===== config.mk =====
export PLATFORM = sky130hd
export DESIGN_NAME = nor_cmd_ctrl
export DESIGN_NICKNAME = d
export VERILOG_FILES = /design/src/rtl/nor_cmd_ctrl.sv
export SDC_FILE = /design/constraint.sdc
export NUM_CORES = 1
export LEC_CHECK = 0
export BUFFER_PORTS_ARGS = -buffer_cell sky130_fd_sc_hd__clkbuf_2
export CORE_ASPECT_RATIO = 1.75
export CORE_UTILIZATION = 60
export DETAILED_ROUTE_END_ITERATION = 6
export PLACE_DENSITY = 0.75
export SETUP_SLACK_MARGIN = 0.02
export SLEW_MARGIN = 15
export SYNTH_ARGS = -nofsm -noshare
export SYNTH_HDL_FRONTEND = slang
export SYNTH_SLANG_ARGS = --single-unit

===== constraint.sdc =====
create_clock -name clk -period 4.5 [get_ports clk]
set_input_delay 0.9 -clock clk [delete_from_list [all_inputs] [get_ports clk]]
set_output_delay 0.9 -clock clk [all_outputs]
set_load 0.05 [all_outputs]

===== src/rtl/nor_cmd_ctrl.sv =====
module nor_cmd_ctrl #(
  parameter int NSECT      = 4,
  parameter int SECT_WORDS = 4,
  parameter int PROG_CYC   = 12,
  parameter int PRE_CYC    = 10,
  parameter int ERS_CYC    = 20,
  parameter int WIN_CYC    = 16,
  parameter int UNLK_A     = 5,
  parameter int UNLK_B     = 10,
  localparam int AW = $clog2(NSECT * SECT_WORDS)
) (
  input  logic             clk,
  input  logic             rst_n,
  input  logic             ce_n,
  input  logic             we_n,
  input  logic             oe_n,
  input  logic             byte_n,
  input  logic             a_lsb,
  input  logic [AW-1:0]    addr,
  input  logic [15:0]      din,
  input  logic [NSECT-1:0] sect_prot,
  output logic [15:0]      dout,
  output logic             ready
);
  localparam int NW = NSECT * SECT_WORDS;
  localparam int SB = $clog2(SECT_WORDS);
  localparam int SN = $clog2(NSECT);
  localparam int PW = $clog2(PROG_CYC + 1);
  localparam int EW = $clog2(PRE_CYC + ERS_CYC + WIN_CYC + 1);
  localparam logic [AW-1:0] UA = AW'(UNLK_A);
  localparam logic [AW-1:0] UB = AW'(UNLK_B);

  typedef enum logic [3:0] {
    S_RD, S_C1, S_C2, S_PD, S_E1, S_E2, S_E3, S_EW, S_PB, S_EB, S_BX
  } st_t;

  st_t              st;
  logic             byp, susp, ph, tog, tgt7, wr_q, rd_q;
  logic [PW-1:0]    pcnt;
  logic [EW-1:0]    ecnt;
  logic [NSECT-1:0] esect;
  logic [AW-1:0]    pa;
  logic [15:0]      pd;
  logic [15:0]      mem [NW];

  wire             wr_go = !ce_n && !we_n && wr_q;
  wire             rd_go = !ce_n && !oe_n && rd_q;
  wire [7:0]       cmd   = din[7:0];
  wire [SN-1:0]    asec  = addr[AW-1:SB];
  wire [NSECT-1:0] aone  = NSECT'(1) << asec;
  wire             busy  = (st == S_PB) || (st == S_EB) || (st == S_EW);
  wire             sus_hit = susp && esect[asec];
  wire [15:0]      wval  = byte_n ? din : (a_lsb ? {din[7:0], 8'hFF} : {8'hFF, din[7:0]});
  wire [15:0]      rword = mem[addr];
  wire [15:0]      rsel  = byte_n ? rword : {8'h00, a_lsb ? rword[15:8] : rword[7:0]};
  wire             tog_n = busy ? ~tog : tog;
  wire [15:0]      stat  = {8'h00, ~tgt7, tog_n, 6'b0};
  wire [NSECT-1:0] eadd  = (wr_go && cmd == 8'h30) ? (aone & ~sect_prot) : '0;
  wire             prg_tick = (st == S_PB) && (pcnt == '0);
  wire             ers_tick = (st == S_EB) && (ecnt == '0) && !(wr_go && cmd == 8'hB0);

  assign ready = !busy;

  always_ff @(posedge clk or negedge rst_n) begin
    if (!rst_n) begin
      st <= S_RD; byp <= 1'b0; susp <= 1'b0; ph <= 1'b0; tog <= 1'b0; tgt7 <= 1'b0;
      wr_q <= 1'b1; rd_q <= 1'b1; pcnt <= '0; ecnt <= '0; esect <= '0;
      pa <= '0; pd <= '0; dout <= '0;
    end else begin
      wr_q <= ce_n || we_n;
      rd_q <= ce_n || oe_n;
      if (rd_go) begin
        dout <= (busy || sus_hit) ? stat : rsel;
        tog  <= tog_n;
      end else if (ce_n || oe_n) begin
        dout <= '0;
      end
      case (st)
        S_RD: if (wr_go) begin
          if (byp) begin
            if (cmd == 8'hA0) st <= S_PD;
            else if (cmd == 8'h90) st <= S_BX;
          end else if (susp && cmd == 8'h30) begin
            susp <= 1'b0;
            st   <= S_EB;
          end else if (cmd == 8'hAA && addr == UA) begin
            st <= S_C1;
          end
        end
        S_C1: if (wr_go) st <= (cmd == 8'h55 && addr == UB) ? S_C2 : S_RD;
        S_C2: if (wr_go) begin
          st <= S_RD;
          if (addr == UA) begin
            if (cmd == 8'hA0) st <= S_PD;
            else if (cmd == 8'h80 && !susp) st <= S_E1;
            else if (cmd == 8'h20 && !susp) byp <= 1'b1;
          end
        end
        S_PD: if (wr_go) begin
          if (sect_prot[asec] || sus_hit) begin
            st <= S_RD;
          end else begin
            pa   <= addr;
            pd   <= wval;
            tgt7 <= din[7];
            pcnt <= PW'(PROG_CYC - 1);
            st   <= S_PB;
          end
        end
        S_E1: if (wr_go) st <= (cmd == 8'hAA && addr == UA) ? S_E2 : S_RD;
        S_E2: if (wr_go) st <= (cmd == 8'h55 && addr == UB) ? S_E3 : S_RD;
        S_E3: if (wr_go) begin
          tgt7 <= 1'b1;
          ph   <= 1'b0;
          if (cmd == 8'h10 && addr == UA) begin
            esect <= ~sect_prot;
            ecnt  <= EW'(PRE_CYC - 1);
            st    <= (&sect_prot) ? S_RD : S_EB;
          end else if (cmd == 8'h30) begin
            esect <= eadd;
            ecnt  <= EW'(WIN_CYC - 1);
            st    <= S_EW;
          end else begin
            st <= S_RD;
          end
        end
        S_EW: begin
          esect <= esect | eadd;
          if (ecnt == '0) begin
            ecnt <= EW'(PRE_CYC - 1);
            st   <= ((esect | eadd) == '0) ? S_RD : S_EB;
          end else begin
            ecnt <= ecnt - 1'b1;
          end
        end
        S_EB: begin
          if (wr_go && cmd == 8'hB0) begin
            susp <= 1'b1;
            st   <= S_RD;
          end else if (ecnt != '0) begin
            ecnt <= ecnt - 1'b1;
          end else if (!ph) begin
            ph   <= 1'b1;
            ecnt <= EW'(ERS_CYC - 1);
          end else begin
            esect <= '0;
            st    <= S_RD;
          end
        end
        S_PB: begin
          if (pcnt == '0) st <= S_RD;
          else pcnt <= pcnt - 1'b1;
        end
        S_BX: if (wr_go) begin
          if (cmd == 8'h00) byp <= 1'b0;
          st <= S_RD;
        end
        default: st <= S_RD;
      endcase
    end
  end

  always_ff @(posedge clk) begin
    if (prg_tick) mem[pa] <= mem[pa] & pd;
    if (ers_tick)
      for (int i = 0; i < NW; i++)
        if (esect[i / SECT_WORDS]) mem[i] <= ph ? 16'hFFFF : 16'h0000;
  end

  generate
    for (genvar g = 0; g < NW; g++) begin : g_chk
      a_r1_program_clears_only: assert property (@(posedge clk) disable iff (!rst_n)
        ($past(st) != S_EB) |-> ((mem[g] & ~$past(mem[g])) == 16'h0000));
    end
  endgenerate

  a_r4_ready_after_program: assert property (@(posedge clk) disable iff (!rst_n)
    (st == S_PB && pcnt == '0) |=> ready);
  a_r7_suspend_freezes_erase: assert property (@(posedge clk) disable iff (!rst_n)
    (susp && $past(susp)) |-> $stable(ecnt));
  a_r2_bypass_persists: assert property (@(posedge clk) disable iff (!rst_n)
    (byp && st == S_PB) |=> byp);
endmodule


## Word level (Yosys, flattened, before mapping)

Memories as Yosys holds them, arrays and structs flattened.
Index checks and enable logic that the tools add are counted.
W data, S select, Z words.

| cells by class | value |
|---|---|
| eq/ne operators | 50 |
| $lt $le $gt $ge | 1 |
| multiplexer cells | 99 |
| add/subtract/negate cells | 2 |
| reduce and logical (&&, ||, !) cells | 52 |
| bitwise gates (word level) | 7 |
| shift-type cells | 1 |

Operators by type and width:

| kind | count |
|---|---|
| $mux W16 | 8 |
| $mux W4 | 31 |
| $pmux W4 S11 | 1 |
| $mux W6 | 7 |
| $eq A8 B8 Y1 const B | 5 |
| $ne A2 B2 Y1 const B | 20 |
| $mux W1 | 35 |
| $eq A4 B3 Y1 const B | 5 |
| $mux W3 | 6 |
| $pmux W6 S3 | 1 |
| $and A16 B16 Y16 | 1 |
| $eq A4 B4 Y1 const B | 4 |
| $eq A8 B6 Y1 const B | 2 |
| $logic_and A1 B1 Y1 | 16 |
| $reduce_and A4 Y1 | 4 |
| $reduce_or A16 Y1 | 1 |
| $reduce_and A14 Y1 | 1 |
| $logic_not A4 Y1 | 3 |
| $pmux W4 S3 | 1 |
| $reduce_bool A2 Y1 | 6 |
| $reduce_and A5 Y1 | 2 |
| $eq A4 B2 Y1 const B | 2 |
| $eq A8 B5 Y1 const B | 1 |
| $eq A8 B7 Y1 const B | 1 |
| 27 further kinds | 48 |

| word-level totals | value |
|---|---|
| RAM bits | 256 |
| output and inout port bits | 17 |
| memories kept | 1 |
| flip-flop bits (word level) | 61 |

Memories:

| name | depth | bits a word | rd ports | clocked after Yosys merged registers in | write ports | line | RTL |
|---|---|---|---|---|---|---|---|
| mem | 16 | 16 | 2 | 0 | 16 | 44 | `logic [15:0] mem [NW];` |

## Depth between registers and ports, before layout

Gate-level depths: netlist of run 1.

| logic depth | value |
|---|---|
| word-level depth | 10 |
| depth in mapped cells | 10 |
| depth with buffers taken out | 8 |

## Worst setup path after synthesis of run 1

No wires, ideal clock.

| timing path | value |
|---|---|
| path kind | register -> register |
| from | register st[2] |
| to | memory mem[3][0] (enable) |
| path buffers | 1 |
| library setup time | 411 ps |
| data arrival time | 2692 ps |
| slack | 1397 ps |
| required time | 4089 ps |
| stages on the path, launching flop included | 7 |
| path through | dfrtp_1 > buf_2 > or3b_1 > nor2_1 > nand2_1 > or3_1 > o21ai_0 |

RTL lines:

| element | line | RTL |
|---|---|---|
| from (decl) | 37 | `st_t st;` |
| from (signal assigned) | 90 | `S_C1: if (wr_go) st <= (cmd == 8'h55 && addr == UB) ? S_C2 : S_RD;` |
| from (signal assigned) | 110 | `S_E1: if (wr_go) st <= (cmd == 8'hAA && addr == UA) ? S_E2 : S_RD;` |
| from (signal assigned) | 111 | `S_E2: if (wr_go) st <= (cmd == 8'h55 && addr == UB) ? S_E3 : S_RD;` |
| to (decl) | 44 |  |

==> out/metrics.yaml, run 1 <==
placed_design:
  dp_hpwl_um: 30800
  dp_slack_ns: 0.794
  placedCellCount: 1368
  port-buffer-count: 47
  routabilityCongestion: 0.942
clock_network:
  cts_max_level: 1
  clockBufferDepth: 3
  cts-resized-gates: 0
  hold_buffers: 0
  clock_latency_ns: 0.57
  clk_pin_slew_ns: 0.07
  post_cts_buffers: 0
  root_buffer: "clkbuf_16"
  cts_made_buffers: 28
  cts_num_sinks: 317
  cts_tree: "yes"
final_layout:
  ff_latch_area_um2: 9220
  drive_gt1_frac: 0.297
  area_delta_synth_final_pct: 10.7
  final-instance-count-excl-fill: 1417
  nets: 1111
  fill_cells: 1757
  multi_input_area_um2: 6120
  diodes: 0
timing:
  slew_violations: 0
  max_clock_freq_ghz: 0.301
  skew_ns: 0.0332
  hold_viol: 0
  setup_viol: 0
  slew_headroom: 0.281
  setup_ws_ns: 1.17
  tightest_slew_ns: 1.08
  final.period_utilization: 0.739
  rsz0062_at_grt: "false"
  period_minus_slack_ns: 3.33
  finalSetupTns_ns: 0
yosys:
  synth-seq-cells: 317
  yosys.cell_types.count: 65
  syn_nets: 1061
  synth_edf_count: 256
  yosysWarnings: 0
  syn_inst: 1028
  syn_avg_cell_area_um2: 15.3
  seq_area_frac_synth: 0.587
  synth_ff_type: "edfxtp_1"
  syn-cell-area_um2: 15700
  synthArstFlopShare: 0.192
drt:
  antenna_left: 0
  drt_wl_total_um: 44600
  avgViaCountPerCell: 7.30
  post-route-drc-count: 0
  num_vias: 10300
  drtIter0Drc: 1068
  wl_per_cell_um: 31.5
  firstDrtPassIters: 5
power:
  cellLeakagePower_nw: 6.56
  pwr-share-comb: 0.051
  seqPwrFrac: 0.532
  power_density_nw_per_um2: 341
  clock_power_share: 0.417
  swShare: 0.216
  internal-power_mw: 4.64
  peakVddDrop_v: 0.000271
  power_switching_mw: 1.28
global_route:
  grt_pass1_vias: 11000
  grt_antenna_before_repair: 0
  grt_overflow_total: 0
  grt_pass1_wl_um: 67600
  grt_max_degree: 48
  track_usage: 0.345
floorplan:
  die_area_um2: 26800
  start_util: 0.609
  dieHeight_um: 216
  io_pins: 48
  row_count: 78
  core_area_um2: 25800
  die_w_um: 124
min_path:
  hp-class: "in2async"
flow_run:
  maxCapViolations: 0
outcome:
  status: "finished clean"
setup_path:
  cp_max_fo: 17
  crit_type: "reg2reg"
  cp-end-kind: "flop"
  worst_ep_arrival_time_ns: 3.64
  required_ns: 4.81
  start_kind: "flop"
  reg2reg_slack_ns: 1.17
==> cell usage after synthesis, drive strengths merged (2+ instances only) <==
cell type	count	share of area
nand3b	3	0.0014
o2bb2ai	2	0.0011
nor3b	4	0.0022
a32o	2	0.0013
o21ai	119	0.038
mux4	140	0.20
mux2	8	0.0057
a22o	16	0.0089
inv	12	0.0029
xnor2	3	0.0017
mux2i	18	0.011
and3	5	0.0020
nand4b	4	0.0022
a21boi	2	0.00096
or3b	2	0.0011
nand4	4	0.0016
a31oi	12	0.0048
or2	5	0.0020
a22oi	4	0.0019
a21oi	31	0.010
and2	7	0.0028
nand4bb	4	0.0029
ha	2	0.0016
edfxtp	256	0.49
dfstp	2	0.0033
buf	45	0.015
or3	8	0.0032
o22ai	11	0.0044
a2111oi	2	0.0011
a221oi	5	0.0028
o211ai	3	0.0014
nor2b	11	0.0044
dfrtp	59	0.094
nand2b	11	0.0044
nor4	10	0.0073
nor3	6	0.0033
clkbuf	32	0.0077
o21a	2	0.00096
nor2	30	0.0072
nand3	11	0.0035
a211oi	9	0.0046
nand2	94	0.023
nor4bb	2	0.0013
==> layout by cell type, fill, tap and decap left out, types with 18 or more instances in the layout <==
cell,synthesis,layout
clkbuf_16,0,29
nor2_1,30,30
mux4_2,140,140
nand2_1,90,90
dfrtp_1,59,57
o21ai_0,116,100
edfxtp_1,256,256
mux2i_1,18,18
buf_4,5,50
clkbuf_2,0,45
a21oi_1,30,30
==> through the flow <==
stage	hold slack, ns	total power, mW	utilization	cell area [um2]
5_1_grt	0.467	6.05	0.674	17400
6_report	0.409	5.92	0.674	17400
4_1_cts	0.435	5.93	0.674	17400
2_1_floorplan	0.439	3.40	-	15700
3_3_place_gp	0.466	3.51	0.637	16400
3_5_place_dp	0.470	3.51	0.637	16400
==> registers in the layout, indices dropped and copies added (netlist names), 4 cells and up <==
signal and count:
pa 4, pd 16, pcnt 4, ecnt 6, mem 256, esect 4
dout 16, st 4
==> area by class of cell <==
cell class	instances	share of cell area
clock inverters	11	0.00894
clock buffers	38	0.0455
well taps	320	0.0231
inverters	13	0.00281
repair buffers	97	0.0360
flip-flops and latches	317	0.531
multi-input cells	621	0.353
==> metal layers <==
layer,routed length [um],track usage,vias up
li1,-,-,4246
met1,14300,0.389,5281
met2,23400,0.604,629
met3,3760,0.0632,185
met4,3170,0.217,0
met5,0,0,-
==> critical path, cell delays in order, from the launching register on <==
cell and delay [ns]:
dfrtp_1 0.42, inv_1 0.07, ha_1 0.17, nor3b_2 0.16
buf_4 0.18, nand2_1 0.23, a211oi_2 0.63, and2_1 0.22
buf_4 0.29, nand2_2 0.35, o21ai_0 0.33
==> power groups by stage <==
stage / registers (mW) / logic [mW] / clock network, mW
2_1_floorplan: 3.23 / 0.165 / 0
3_3_place_gp: 3.21 / 0.298 / 0
3_5_place_dp: 3.21 / 0.298 / 0
4_1_cts: 3.15 / 0.299 / 2.48
5_1_grt: 3.15 / 0.319 / 2.58
6_report: 3.15 / 0.305 / 2.47
==> cells by family (layout without fill, tap and decap cells) <==
| logic type | after synthesis | count (layout) | synth area share |
|---|---|---|---|
| compound gates | 227 | 227 | 0.0875 |
| xor+xnor | 4 | 4 | 0.00223 |
| fa+ha+maj | 2 | 2 | 0.00159 |
| buf+inv | 90 | 159 | 0.0262 |
| flops | 317 | 317 | 0.587 |
| mux | 166 | 166 | 0.218 |
| simple gates | 222 | 222 | 0.0768 |
==> final timing paths <==
path | from | to | depth (start not counted)
setup / recovery | ecnt[0]$_DFFE_PN0P_ | mem[9][0]$_DFFE_PP_ | 10
hold / removal | rst_n | st[2]$_DFFE_PN0P_ | 1
setup reg to reg | ecnt[0]$_DFFE_PN0P_ | mem[9][0]$_DFFE_PP_ | 10
hold reg to reg | dout[8]$_DFFE_PN0P_ | dout[8]$_DFFE_PN0P_ | 2
max in group asynchronous | rst_n | rd_q$_DFF_PN1_ | 2
min in group clk | dout[8]$_DFFE_PN0P_ | dout[8]$_DFFE_PN0P_ | 2
No activity file was read; power rests on OpenSTA's default activity.
==> run 2: changes to the inputs <==
Settings changed: CORE_UTILIZATION 60 to 57.
Clock period 4.5 ns to 2.9 ns, I/O delays scaled along.
==> run 2 against run 1 <==
  * Via count up 3.8%
  * First-iteration DRC count grew 13%
  * Die area increased by 5.2%
  * Critical path type unchanged
  * Fmax up 20%
  * Sequential share of layout area down 2.0 points
  * Clock skew grew 0.0015 ns
==> out/metrics.yaml, run 2 (synthesized netlist as in run 1, its figures left out) <==
final_layout:
  drive_gt1_frac: 0.335
  nets: 1173
  mostFrequentLayoutCell: "edfxtp_1"
  final-instance-count-excl-fill: 1532
  ff_latch_area_um2: 9220
  fill_cells: 1818
  regMostFlops: "mem"
  largest_register_ffs: 256
  mostFrequentLayoutCells: "256 x edfxtp_1, 140 x mux4_2, 102 x buf_4"
  top_regs: "mem x256, dout x16, pd x16"
  multi_input_area_um2: 6130
  area_delta_synth_final_pct: 14.9
power:
  internal-power_mw: 7.22
  power_density_nw_per_um2: 512
  seqPwrFrac: 0.533
  swShare: 0.218
  clock_power_share: 0.415
  peakVddDrop_v: 0.000450
  cellLeakagePower_nw: 6.92
  power_switching_mw: 2.01
  pwr-share-comb: 0.052
drt:
  antenna_left: 0
  firstDrtPassIters: 7
  post-route-drc-count: 0
  num_vias: 10700
  drtIter0Drc: 1208
  drt_wl_total_um: 46800
  wl_per_cell_um: 30.6
  avgViaCountPerCell: 7.01
timing:
  skew_ns: 0.0347
  slew_headroom: 0.339
  hold_viol: 0
  setup_viol: 0
  final.period_utilization: 0.958
  slew_violations: 0
  period_minus_slack_ns: 2.78
  tightest_slew_ns: 0.992
  max_clock_freq_ghz: 0.360
  rsz0062_at_grt: "false"
  finalHoldWorstSlack_ns: 0.0392
clock_network:
  cts_num_sinks: 317
  clockBufferDepth: 3
  hold_buffers: 0
  cts_max_level: 1
  cts_made_buffers: 27
  root_buffer: "clkbuf_16"
  clock_latency_ns: 0.58
  cts_tree: "yes"
  clk_pin_slew_ns: 0.07
setup_path:
  reg2reg_slack_ns: 0.12
  critPathCapture: "mem[3][2]$_DFFE_PP_"
  crit_type: "reg2reg"
  slowest_delay_ns: 0.41
  timing.rr.start: "ecnt[0]$_DFFE_PN0P_"
  start_kind: "flop"
  required_ns: 3.14
  worst_ep_arrival_time_ns: 3.02
  cp_cell_sequence: "inv_1 > ha_1 > nor3b_2 > nand2_1 > a211oi_4 > buf_4 > nand2_1 > o21ai_2 > buf_4"
  reg2reg_depth: 9
  cp_num_buf_inv: 3
  cp_max_fo: 10
  crit_cells: 9
  cpLargestDelayFamily: "simple AND/OR/NAND/NOR gates"
  r2r-end: "mem[3][2]$_DFFE_PP_"
  cp-end-kind: "flop"
  cp_slowest_cell: "dfrtp_1"
  startpoint: "ecnt[0]$_DFFE_PN0P_"
global_route:
  track_usage: 0.349
  grt_antenna_before_repair: 2
  grt_pass1_vias: 11000
  grt_max_degree: 27
  grt_overflow_total: 0
  grt_pass1_wl_um: 69900
floorplan:
  row_count: 80
  die_area_um2: 28200
  core_area_um2: 27100
  io_pins: 48
  dieHeight_um: 221
  start_util: 0.578
  die_w_um: 127
placed_design:
  routabilityCongestion: 0.980
  dp_hpwl_um: 32600
  port-buffer-count: 47
  placedCellCount: 1480
outcome:
  status: "finished clean"
min_path:
  hp-class: "in2async"
flow_run:
  maxCapViolations: 0
-- run 2: power by group through the flow --
stage / sequential (mW) / clock, mW / combinational (mW)
after global placement: 5.01 / 0 / 0.461
after detailed placement: 5.01 / 0 / 0.468
after floorplan: 5.02 / 0 / 0.256
after global routing: 4.91 / 4.01 / 0.512
after CTS: 4.91 / 3.84 / 0.470
final: 4.92 / 3.83 / 0.484
-- run 2: per-stage QoR --
step           cell area, um2  power [mW]   util  setup TNS (ns)  setup WS [ns]
3_5_place_dp            17100        5.48  0.630               0         0.0553
5_1_grt                 18000        9.44  0.665               0         0.0505
6_report                18000        9.23  0.665               0          0.121
2_1_floorplan           15700        5.27      -          -16.23         -0.203
3_3_place_gp            17100        5.47  0.630               0          0.102
4_1_cts                 18000        9.22  0.664               0          0.142
-- run 2: cell type report --
| type | count | area share |
|---|---|---|
| antenna | 2 | 0.000278 |
| clock buffer | 37 | 0.0413 |
| clock inverter | 13 | 0.0103 |
| inverter | 13 | 0.00271 |
| multi-input combinational | 621 | 0.340 |
| sequential | 317 | 0.511 |
| tap | 369 | 0.0256 |
| timing repair buffer | 160 | 0.0686 |
-- run 2: timing repair --
item	CTS	global route
resized for setup	0	1
endpoints found under the setup margin	0	14
setup buffers	0	0
-- run 2: worst min path at each step --
stage	start	cells after the start	endpoint	slack [ns]
2_1_floorplan	rst_n	0	byp$_DFFE_PN0P_	0.28
3_3_place_gp	dout[8]$_DFFE_PN0P_	2	dout[8]$_DFFE_PN0P_	0.47
3_5_place_dp	dout[14]$_DFFE_PN0P_	2	dout[14]$_DFFE_PN0P_	0.47
4_1_cts	rst_n	1	esect[2]$_DFFE_PN0P_	0.04
5_1_grt	rst_n	1	esect[2]$_DFFE_PN0P_	0.07
6_report	rst_n	1	esect[2]$_DFFE_PN0P_	0.04
-- run 2: per-layer routing --
layer,wire (um),GRT usage
met1,14200,0.396
met5,12,0
met2,23800,0.580
met3,5140,0.0803
met4,3680,0.243
==> run 3: changes to the inputs <==
--- a/config.mk
+++ b/config.mk
@@ -8,7 +8,7 @@
 export BUFFER_PORTS_ARGS = -buffer_cell sky130_fd_sc_hd__clkbuf_2
 export CORE_ASPECT_RATIO = 1.75
-export CORE_UTILIZATION = 57
+export CORE_UTILIZATION = 27
 export DETAILED_ROUTE_END_ITERATION = 6
-export PLACE_DENSITY = 0.75
+export PLACE_DENSITY = 0.4
 export SETUP_SLACK_MARGIN = 0.02
 export SLEW_MARGIN = 15
==> constraint.sdc (replaced) <==
create_clock -name clk -period 2.9 [get_ports clk]
set_input_delay 0.58 -clock clk [delete_from_list [all_inputs] [get_ports clk]]
set_output_delay 0.58 -clock clk [all_outputs]
set_load 0.005 [all_outputs]
==> run 3 against run 2 <==
  * Power up 4.2%
  * Routed wire length up 18%
  * Register-to-register slack better by 0.07 ns
  * Sequential power about the same
  * Via count down 5.3%
  * Cell count up 27%
  * Largest power group unchanged
  * Highest routed layer is now met4
==> out/metrics.yaml, run 3 (synthesized netlist as in run 1, its figures left out) <==
final_layout:
  top_regs: "mem x256, dout x16, pd x16"
  mostFrequentLayoutCell: "edfxtp_1"
  final_area_um2: 19000
  mostFrequentLayoutCells: "256 x edfxtp_1, 140 x mux4_2, 100 x o21ai_0"
  largest_register_ffs: 256
  drive_gt1_frac: 0.340
  fill_cells: 5589
  area_delta_synth_final_pct: 21.1
  final-instance-count-excl-fill: 1948
  final_util: 0.331
  nets: 1189
  regMostFlops: "mem"
timing:
  setup_viol: 0
  setup_ws_ns: 0.187
  tightest_slew_ns: 0.819
  hold_viol: 0
  finalHoldWorstSlack_ns: 0.180
  skew_ns: 0.0318
  period_minus_slack_ns: 2.71
  slew_violations: 0
  finalSetupTns_ns: 0
  slew_headroom: 0.454
  max_clock_freq_ghz: 0.369
  rsz0062_at_grt: "false"
  final.period_utilization: 0.935
placed_design:
  place_area_um2: 17900
  routabilityCongestion: 0.889
  dp_hpwl_um: 40000
  port-buffer-count: 47
  dp_slack_ns: -0.371
  placedCellCount: 1889
power:
  internal-power_mw: 7.47
  seqPwrFrac: 0.509
  p_total_mw: 9.62
  power_density_nw_per_um2: 506
  cellLeakagePower_nw: 7.10
  clock_power_share: 0.440
  peakVddDrop_v: 0.000364
  pwr-share-comb: 0.051
  power_switching_mw: 2.15
  swShare: 0.223
clock_network:
  clk_pin_slew_ns: 0.07
  cts_num_sinks: 317
  clock_latency_ns: 0.62
  hold_buffers: 1
  clockBufferDepth: 3
  post_cts_buffers: 0
  cts_tree: "yes"
  cts_made_buffers: 31
  cts-resized-gates: 0
  cts_max_level: 1
  root_buffer: "clkbuf_16"
drt:
  drt_wl_total_um: 55200
  wl_per_cell_um: 28.3
  avgViaCountPerCell: 5.22
  num_vias: 10200
  antenna_left: 0
  drtIter0Drc: 660
  firstDrtPassIters: 5
  post-route-drc-count: 0
global_route:
  grt_overflow_total: 0
  grt_pass1_vias: 11200
  grt_pass1_wl_um: 80000
  track_usage: 0.192
  grt_antenna_before_repair: 1
  use_met3: 0.0181
  grt_max_degree: 44
  use_met1: 0.205
  busiest_layer: "met2"
  grt_use_met2: 0.375
setup_path:
  slowest_delay_ns: 0.71
  cp_slowest_cell: "dfrtp_4"
  worst_ep_arrival_time_ns: 3.06
  start_kind: "flop"
  cp_max_fo: 21
  cp_cell_sequence: "buf_4 > mux4_2 > mux4_2 > nand2_1 > o21ai_0 > buf_4"
  cpLargestDelayFamily: "multiplexers"
  reg2reg_slack_ns: 0.19
  required_ns: 3.25
  cp-end-kind: "flop"
  crit_type: "reg2reg"
  crit_cells: 6
  reg2reg_depth: 6
  cp_num_buf_inv: 2
floorplan:
  die_w_um: 184
  die_area_um2: 59100
  core_area_um2: 57300
  dieHeight_um: 321
  row_count: 116
  io_pins: 48
  start_util: 0.274
outcome:
  status: "finished clean"
flow_run:
  maxCapViolations: 0
min_path:
  min_path_cells: 2
  hp-class: "in2reg"
[run 3: cell count changes in the layout (fill, tap and decap cells not counted), sizes merged]
cell	delta
buf	+12
clkinv	+5
dlygate4sd3	+1
bufinv	+1
diode	-1
[run 3: layout make-up]
class                   instances  area (um2)  share of cell area
flip-flops and latches        317        9220               0.486
well taps                     767         960              0.0505
repair buffers                172        1610              0.0846
multi-input cells             621        6120               0.322
inverters                      13        48.8             0.00257
clock inverters                19         231              0.0122
clock buffers                  38         802              0.0422
diodes                          1        2.50            0.000132
[run 3: path summary, 6_finish.rpt]
kind | from | to
min | we_n | wr_q$_DFF_PN1_
max in group asynchronous | rst_n | rd_q$_DFF_PN1_
max reg2reg | pa[1]$_DFFE_PN0P_ | mem[3][3]$_DFFE_PP_
max | pa[1]$_DFFE_PN0P_ | mem[3][3]$_DFFE_PP_
min in group asynchronous | rst_n | st[1]$_DFFE_PN0P_
min reg2reg | dout[8]$_DFFE_PN0P_ | dout[8]$_DFFE_PN0P_
[run 3: metal layers]
metal,vias up,share of wire
met5,-,0
met4,0,0.041
met3,92,0.031
met2,267,0.57
met1,5377,0.36
li1,4429,-
[run 3: power groups by stage]
| stage | combinational, mW | clock, mW | sequential (mW) |
|---|---|---|---|
| after floorplan | 0.256 | 0 | 4.98 |
| after global placement | 0.494 | 0 | 4.99 |
| after detailed placement | 0.490 | 0 | 4.99 |
| after CTS | 0.492 | 4.33 | 4.89 |
| after global routing | 0.524 | 4.48 | 4.89 |
| final | 0.487 | 4.24 | 4.90 |
